<file path="config.mk">
export PLATFORM = sky130hd
export DESIGN_NAME = row_scan_shifter
export DESIGN_NICKNAME = d
export VERILOG_FILES = /design/src/rtl/row_scan_pkg.sv /design/src/rtl/rsr_reset_sync.sv /design/src/rtl/rsr_fall_detect.sv /design/src/rtl/rsr_stage_chain.sv /design/src/rtl/rsr_end_pins.sv /design/src/rtl/row_scan_shifter.sv
export SDC_FILE = /design/constraint.sdc
export NUM_CORES = 1
export LEC_CHECK = 0
export BUFFER_PORTS_ARGS = -buffer_cell sky130_fd_sc_hd__buf_2
export CAP_MARGIN = 20
export CORE_MARGIN = 8
export CORE_UTILIZATION = 24
export CTS_CLUSTER_DIAMETER = 30
export DETAILED_ROUTE_END_ITERATION = 10
export GPL_TIMING_DRIVEN = 0
export HOLD_SLACK_MARGIN = 0.03
export MAX_ROUTING_LAYER = met4
export PLACE_DENSITY_LB_ADDON = 0.3
export SYNTH_ARGS = -nofsm -noshare
export SYNTH_HDL_FRONTEND = slang
export SYNTH_SLANG_ARGS = --single-unit
</file>
<file path="constraint.sdc">
create_clock -name clk -period 3 [get_ports clk]
set_input_delay 0.45 -clock clk [delete_from_list [all_inputs] [get_ports clk]]
set_output_delay 0.45 -clock clk [all_outputs]
set_load 0.01 [all_outputs]
</file>
<file path="src/rtl/row_scan_pkg.sv">
package row_scan_pkg;
  typedef enum logic {
    SCAN_A_TO_B = 1'b0,
    SCAN_B_TO_A = 1'b1
  } scan_dir_e;
endpackage

</file>
<file path="src/rtl/rsr_reset_sync.sv">
module rsr_reset_sync #(
  parameter int DEPTH = 2
) (
  input  logic clk,
  input  logic rst_n,
  output logic srst_n
);
  logic [DEPTH-1:0] chain_q;

  always_ff @(posedge clk or negedge rst_n) begin
    if (!rst_n) chain_q <= '0;
    else        chain_q <= {chain_q[DEPTH-2:0], 1'b1};
  end

  assign srst_n = chain_q[DEPTH-1];
endmodule

</file>
<file path="src/rtl/rsr_fall_detect.sv">
module rsr_fall_detect #(
  parameter int SYNC_STAGES = 2
) (
  input  logic clk,
  input  logic srst_n,
  input  logic async_in,
  output logic fall
);
  logic [SYNC_STAGES-1:0] sync_q;
  logic                   last_q;

  always_ff @(posedge clk or negedge srst_n) begin
    if (!srst_n) begin
      sync_q <= '0;
      last_q <= 1'b0;
    end else begin
      sync_q <= {sync_q[SYNC_STAGES-2:0], async_in};
      last_q <= sync_q[SYNC_STAGES-1];
    end
  end

  assign fall = last_q & ~sync_q[SYNC_STAGES-1];
endmodule

</file>
<file path="src/rtl/rsr_stage_chain.sv">
module rsr_stage_chain
  import row_scan_pkg::*;
#(
  parameter int NUM_STAGES = 80
) (
  input  logic                  clk,
  input  logic                  srst_n,
  input  logic                  step_en,
  input  scan_dir_e             dir,
  input  logic                  ser_a,
  input  logic                  ser_b,
  output logic [NUM_STAGES-1:0] q
);
  localparam int TOP = NUM_STAGES - 1;

  logic [NUM_STAGES-1:0] fwd_d;
  logic [NUM_STAGES-1:0] rev_d;
  logic [NUM_STAGES-1:0] q_nxt;

  for (genvar i = 0; i < NUM_STAGES; i++) begin : g_stage
    if (i == 0) begin : g_low_end
      assign fwd_d[i] = ser_a;
    end else begin : g_low_mid
      assign fwd_d[i] = q[i-1];
    end
    if (i == TOP) begin : g_high_end
      assign rev_d[i] = ser_b;
    end else begin : g_high_mid
      assign rev_d[i] = q[i+1];
    end
  end

  always_comb begin
    q_nxt = q;
    if (step_en) begin
      q_nxt = (dir == SCAN_B_TO_A) ? rev_d : fwd_d;
    end
  end

  always_ff @(posedge clk or negedge srst_n) begin
    if (!srst_n) q <= '0;
    else         q <= q_nxt;
  end
endmodule

</file>
<file path="src/rtl/rsr_end_pins.sv">
module rsr_end_pins
  import row_scan_pkg::*;
#(
  parameter int NUM_STAGES = 80
) (
  input  logic                  col_mode,
  input  scan_dir_e             dir,
  input  logic [NUM_STAGES-1:0] q,
  output logic                  a_out,
  output logic                  a_oe,
  output logic                  b_out,
  output logic                  b_oe
);
  always_comb begin
    a_oe  = ~col_mode & (dir == SCAN_B_TO_A);
    b_oe  = ~col_mode & (dir == SCAN_A_TO_B);
    a_out = a_oe & q[0];
    b_out = b_oe & q[NUM_STAGES-1];
  end
endmodule

</file>
<file path="src/rtl/row_scan_shifter.sv">
module row_scan_shifter
  import row_scan_pkg::*;
#(
  parameter int NUM_STAGES  = 80,
  parameter int SYNC_STAGES = 2,
  parameter int RST_STAGES  = 2
) (
  input  logic                  clk,
  input  logic                  rst_n,
  input  logic                  shift_clk,
  input  logic                  col_mode,
  input  logic                  dir_rev,
  input  logic                  end_a_in,
  output logic                  end_a_out,
  output logic                  end_a_oe,
  input  logic                  end_b_in,
  output logic                  end_b_out,
  output logic                  end_b_oe,
  output logic [NUM_STAGES-1:0] stages
);
  logic      srst_n;
  logic      shift_fall;
  logic      step_en;
  scan_dir_e dir;

  assign dir     = scan_dir_e'(dir_rev);
  assign step_en = shift_fall & ~col_mode;

  rsr_reset_sync #(.DEPTH(RST_STAGES)) u_rst (
    .clk    (clk),
    .rst_n  (rst_n),
    .srst_n (srst_n)
  );

  rsr_fall_detect #(.SYNC_STAGES(SYNC_STAGES)) u_edge (
    .clk      (clk),
    .srst_n   (srst_n),
    .async_in (shift_clk),
    .fall     (shift_fall)
  );

  rsr_stage_chain #(.NUM_STAGES(NUM_STAGES)) u_chain (
    .clk     (clk),
    .srst_n  (srst_n),
    .step_en (step_en),
    .dir     (dir),
    .ser_a   (end_a_in),
    .ser_b   (end_b_in),
    .q       (stages)
  );

  rsr_end_pins #(.NUM_STAGES(NUM_STAGES)) u_pins (
    .col_mode (col_mode),
    .dir      (dir),
    .q        (stages),
    .a_out    (end_a_out),
    .a_oe     (end_a_oe),
    .b_out    (end_b_out),
    .b_oe     (end_b_oe)
  );
endmodule

</file>
==> reports/metrics.yaml <==
outcome:
  status: "complete, no violations"
grt:
  grt_pass1_vias: 2866
  track_usage: 0.08383
  grt_max_degree: 43
  grt_pass1_wl_um: 15830
  gr-total-overflow: 0
  antenna_found_initial: 0
cells_and_area:
  antenna_cells: 0
  multi_input_area_um2: 2391
  final_cells: 641
  final_cell_area_um2: 5869
  nets: 378
  drive_above_1_share: 0.7394
  regArea_um2: 2131
  area_growth_pct: 23.64
  fillers: 1967
clock_tree:
  cts_buffer_depth: 2
  clk_pin_slew_ps: 60
  cts-buffers-inserted: 9
  cts_tree: "yes"
  clockRootBuffer: "clkbuf_16"
  cts_setup_buffers: 0
  cts_sinks: 85
  cts_max_level: 3
  clkLatencyLatePin_ps: 340
yosys:
  syn_area_um2: 4747
  synthArstFlopShare: 1.000
  synth-edff-count: 0
  ys_seq_area_frac: 0.4481
  synth_cells: 269
  ys_warn_count: 0
  yosys-top-cells-count: "148 x mux2_4, 85 x dfrtp_1, 9 x buf_6, 8 x buf_8, 7 x mux2_1"
  synth_top_area_share: 0.4681
  syn_area_per_cell_um2: 17.65
  synthFlopType: "dfrtp_1"
  synth_fp_nets: 276
  synth_most_common_cell: "mux2_4"
  synth_area_leaders: "mux2_4 47%, dfrtp_1 45%, buf_8 2.5%"
  synth_area_leader_cell: "mux2_4"
  synth_cell_type_count: 12
  synth-seq-cells: 85
die:
  dieHeight_um: 156.6
  rows: 51
  initial_core_util: 0.2439
  die_x_um: 156.6
  die_area_um2: 24540
  core_um2: 19460
  io_pins: 91
place:
  dpl_cell_area_um2: 5548
  numPortBuffers: 89
  post-place-cells: 624
  place_hpwl_um: 6687
  gp_congestion: 0.6914
min_path:
  min_path_cells: 1
  hold_class: "in -> reg"
sta:
  rsz0062_at_grt: "false"
  finalSetupViolCount: 0
  fin_setup_tns_ps: 0
  min_period_ps: 1691
  relSlewSlack: 0.6064
  worst_pin_slew_ps: 590.4
  slew_viol_final: 0
  finalClockSkew_ps: 8.121
  timing.fmax_ghz: 0.5912
  hold_violations: 0
  whs_ps: 220.0
  fin_crit_sh: 0.5638
detailed_routing:
  via_per_inst: 4.011
  wirelength_um: 9615
  drc_errors: 0
  detail_route.wl_per_cell_um: 15.00
  firstDrtPassIters: 4
  ant_nets: 0
  drtIter0Drc: 45
  vias: 2571
critical_path:
  cp.required_ps: 2550
  crit_path_end_kind: "primary output"
  critical_path_class: "in -> out"
  reg2regPathDepth: 4
  cp_max_fo: 10
  slowest_stage: "buf_6"
  cp_num_buf_inv: 3
  critPathLaunchType: "input port"
  crit_chain: "buf_6 -> buf_8 -> nor2b_1 -> and2_1 -> buf_2"
  cp.depth: 5
  critPathMaxStageDelay_ps: 200
  path_delay_family: "buffers and inverters"
  crit_arrival_ps: 1240
power:
  p_sw_uw: 634.1
  p_per_area_nw_per_um2: 459.9
  power_uw: 2699
  vdd_drop_max_uv: 229.7
  p_clk_frac: 0.434
  comb_power_share: 0.109
  power.leakage_uw: 0.003093
  p_int_uw: 2065
  seqPwrFrac: 0.457
  p_sw_frac: 0.2349
run:
  maxCapViolations: 0
-- final cells by class --
| class | count | area share |
|---|---|---|
| multi-input combinational | 166 | 0.4074 |
| sequential | 85 | 0.3630 |
| timing repair buffer | 91 | 0.08101 |
| tap | 265 | 0.05649 |
| clock buffer | 12 | 0.04541 |
| buffer | 18 | 0.03901 |
| clock inverter | 4 | 0.007674 |
-- cell families after synthesis --
family        synth area share
buf+inv                0.04824
other cells          0.0007900
mux                     0.4966
flops                   0.4481
simple gates          0.006326
-- metal layers --
layer | up-vias | routed length (µm) | GRT usage
met5 | - | 0 | -
met4 | 0 | 176 | 0.03707
met2 | 62 | 4411 | 0.1207
met3 | 11 | 457 | 0.02317
met1 | 1327 | 4570 | 0.1078
li1 | 1171 | - | -
-- repair_timing --
action	4_1_cts	5_1_grt
hold buffers	1	0
endpoints found under the hold margin	2	0
gates resized for setup	0	0
-- metrics by stage --
stage | worst slack [ps] | utilization
2_1_floorplan | 457.3 | -
3_3_place_gp | -674.8 | 0.2838
3_5_place_dp | 1276 | 0.2851
4_1_cts | 1277 | 0.3016
5_1_grt | 1248 | 0.3016
6_report | 1309 | 0.3016
-- layout by cell type, fill, tap and decap left out --
| cell | Yosys | routed |
|---|---|---|
| bufinv_16 | 0 | 1 |
| buf_4 | 1 | 1 |
| nor2b_1 | 1 | 1 |
| dlygate4sd3_1 | 0 | 1 |
| mux2_1 | 7 | 7 |
| mux2_4 | 148 | 148 |
| buf_8 | 8 | 8 |
| clkbuf_8 | 0 | 3 |
| buf_6 | 9 | 9 |
| buf_12 | 0 | 1 |
| buf_2 | 0 | 89 |
| dfrtp_1 | 85 | 84 |
| nor2_1 | 1 | 1 |
| conb_1 | 1 | 1 |
| nor3b_1 | 1 | 1 |
| dfrtp_4 | 0 | 1 |
| and2_1 | 2 | 2 |
| mux2_2 | 5 | 5 |
| clkbuf_16 | 0 | 9 |
| clkinv_2 | 0 | 3 |
-- state kept, by name, summed over array words and instances, names as in the netlist --
| name | count |
|---|---|
| u_chain.q | 80 |
| u_edge.sync_q | 2 |
| u_rst.chain_q | 2 |
| u_edge.last_q | 1 |
-- worst paths after layout --
path / end / startpoint / slack [ps]
worst max-delay path: end_a_out / dir_rev / 1310
worst min-delay path: u_edge.sync_q[0] / shift_clk / 220
worst max register to register: u_chain.q[63] / u_edge.sync_q[1] / 1510
worst min register to register: u_chain.q[35] / u_rst.chain_q[1] / 320
max in group asynchronous: u_chain.q[72] / u_rst.chain_q[1] / 2040
min in group asynchronous: u_chain.q[35] / u_rst.chain_q[1] / 320
-- power groups by stage --
stage          clock [µW]  combinational [µW]  sequential, µW
6_report             1170                 294            1230
3_5_place_dp            0                 299            1260
4_1_cts              1220                 301            1240
3_3_place_gp            0                 283            1270
5_1_grt              1270                 314            1240
2_1_floorplan           0                 201            1270
-- worst reg2reg max path, delay by kind of cell (launching register included) --
family | cells | cell delay [ps]
buf+inv | 2 | 470
mux | 1 | 350
flops | 1 | 380
simple gates | 1 | 200
Note: power is estimated with default switching activity, not from simulation.
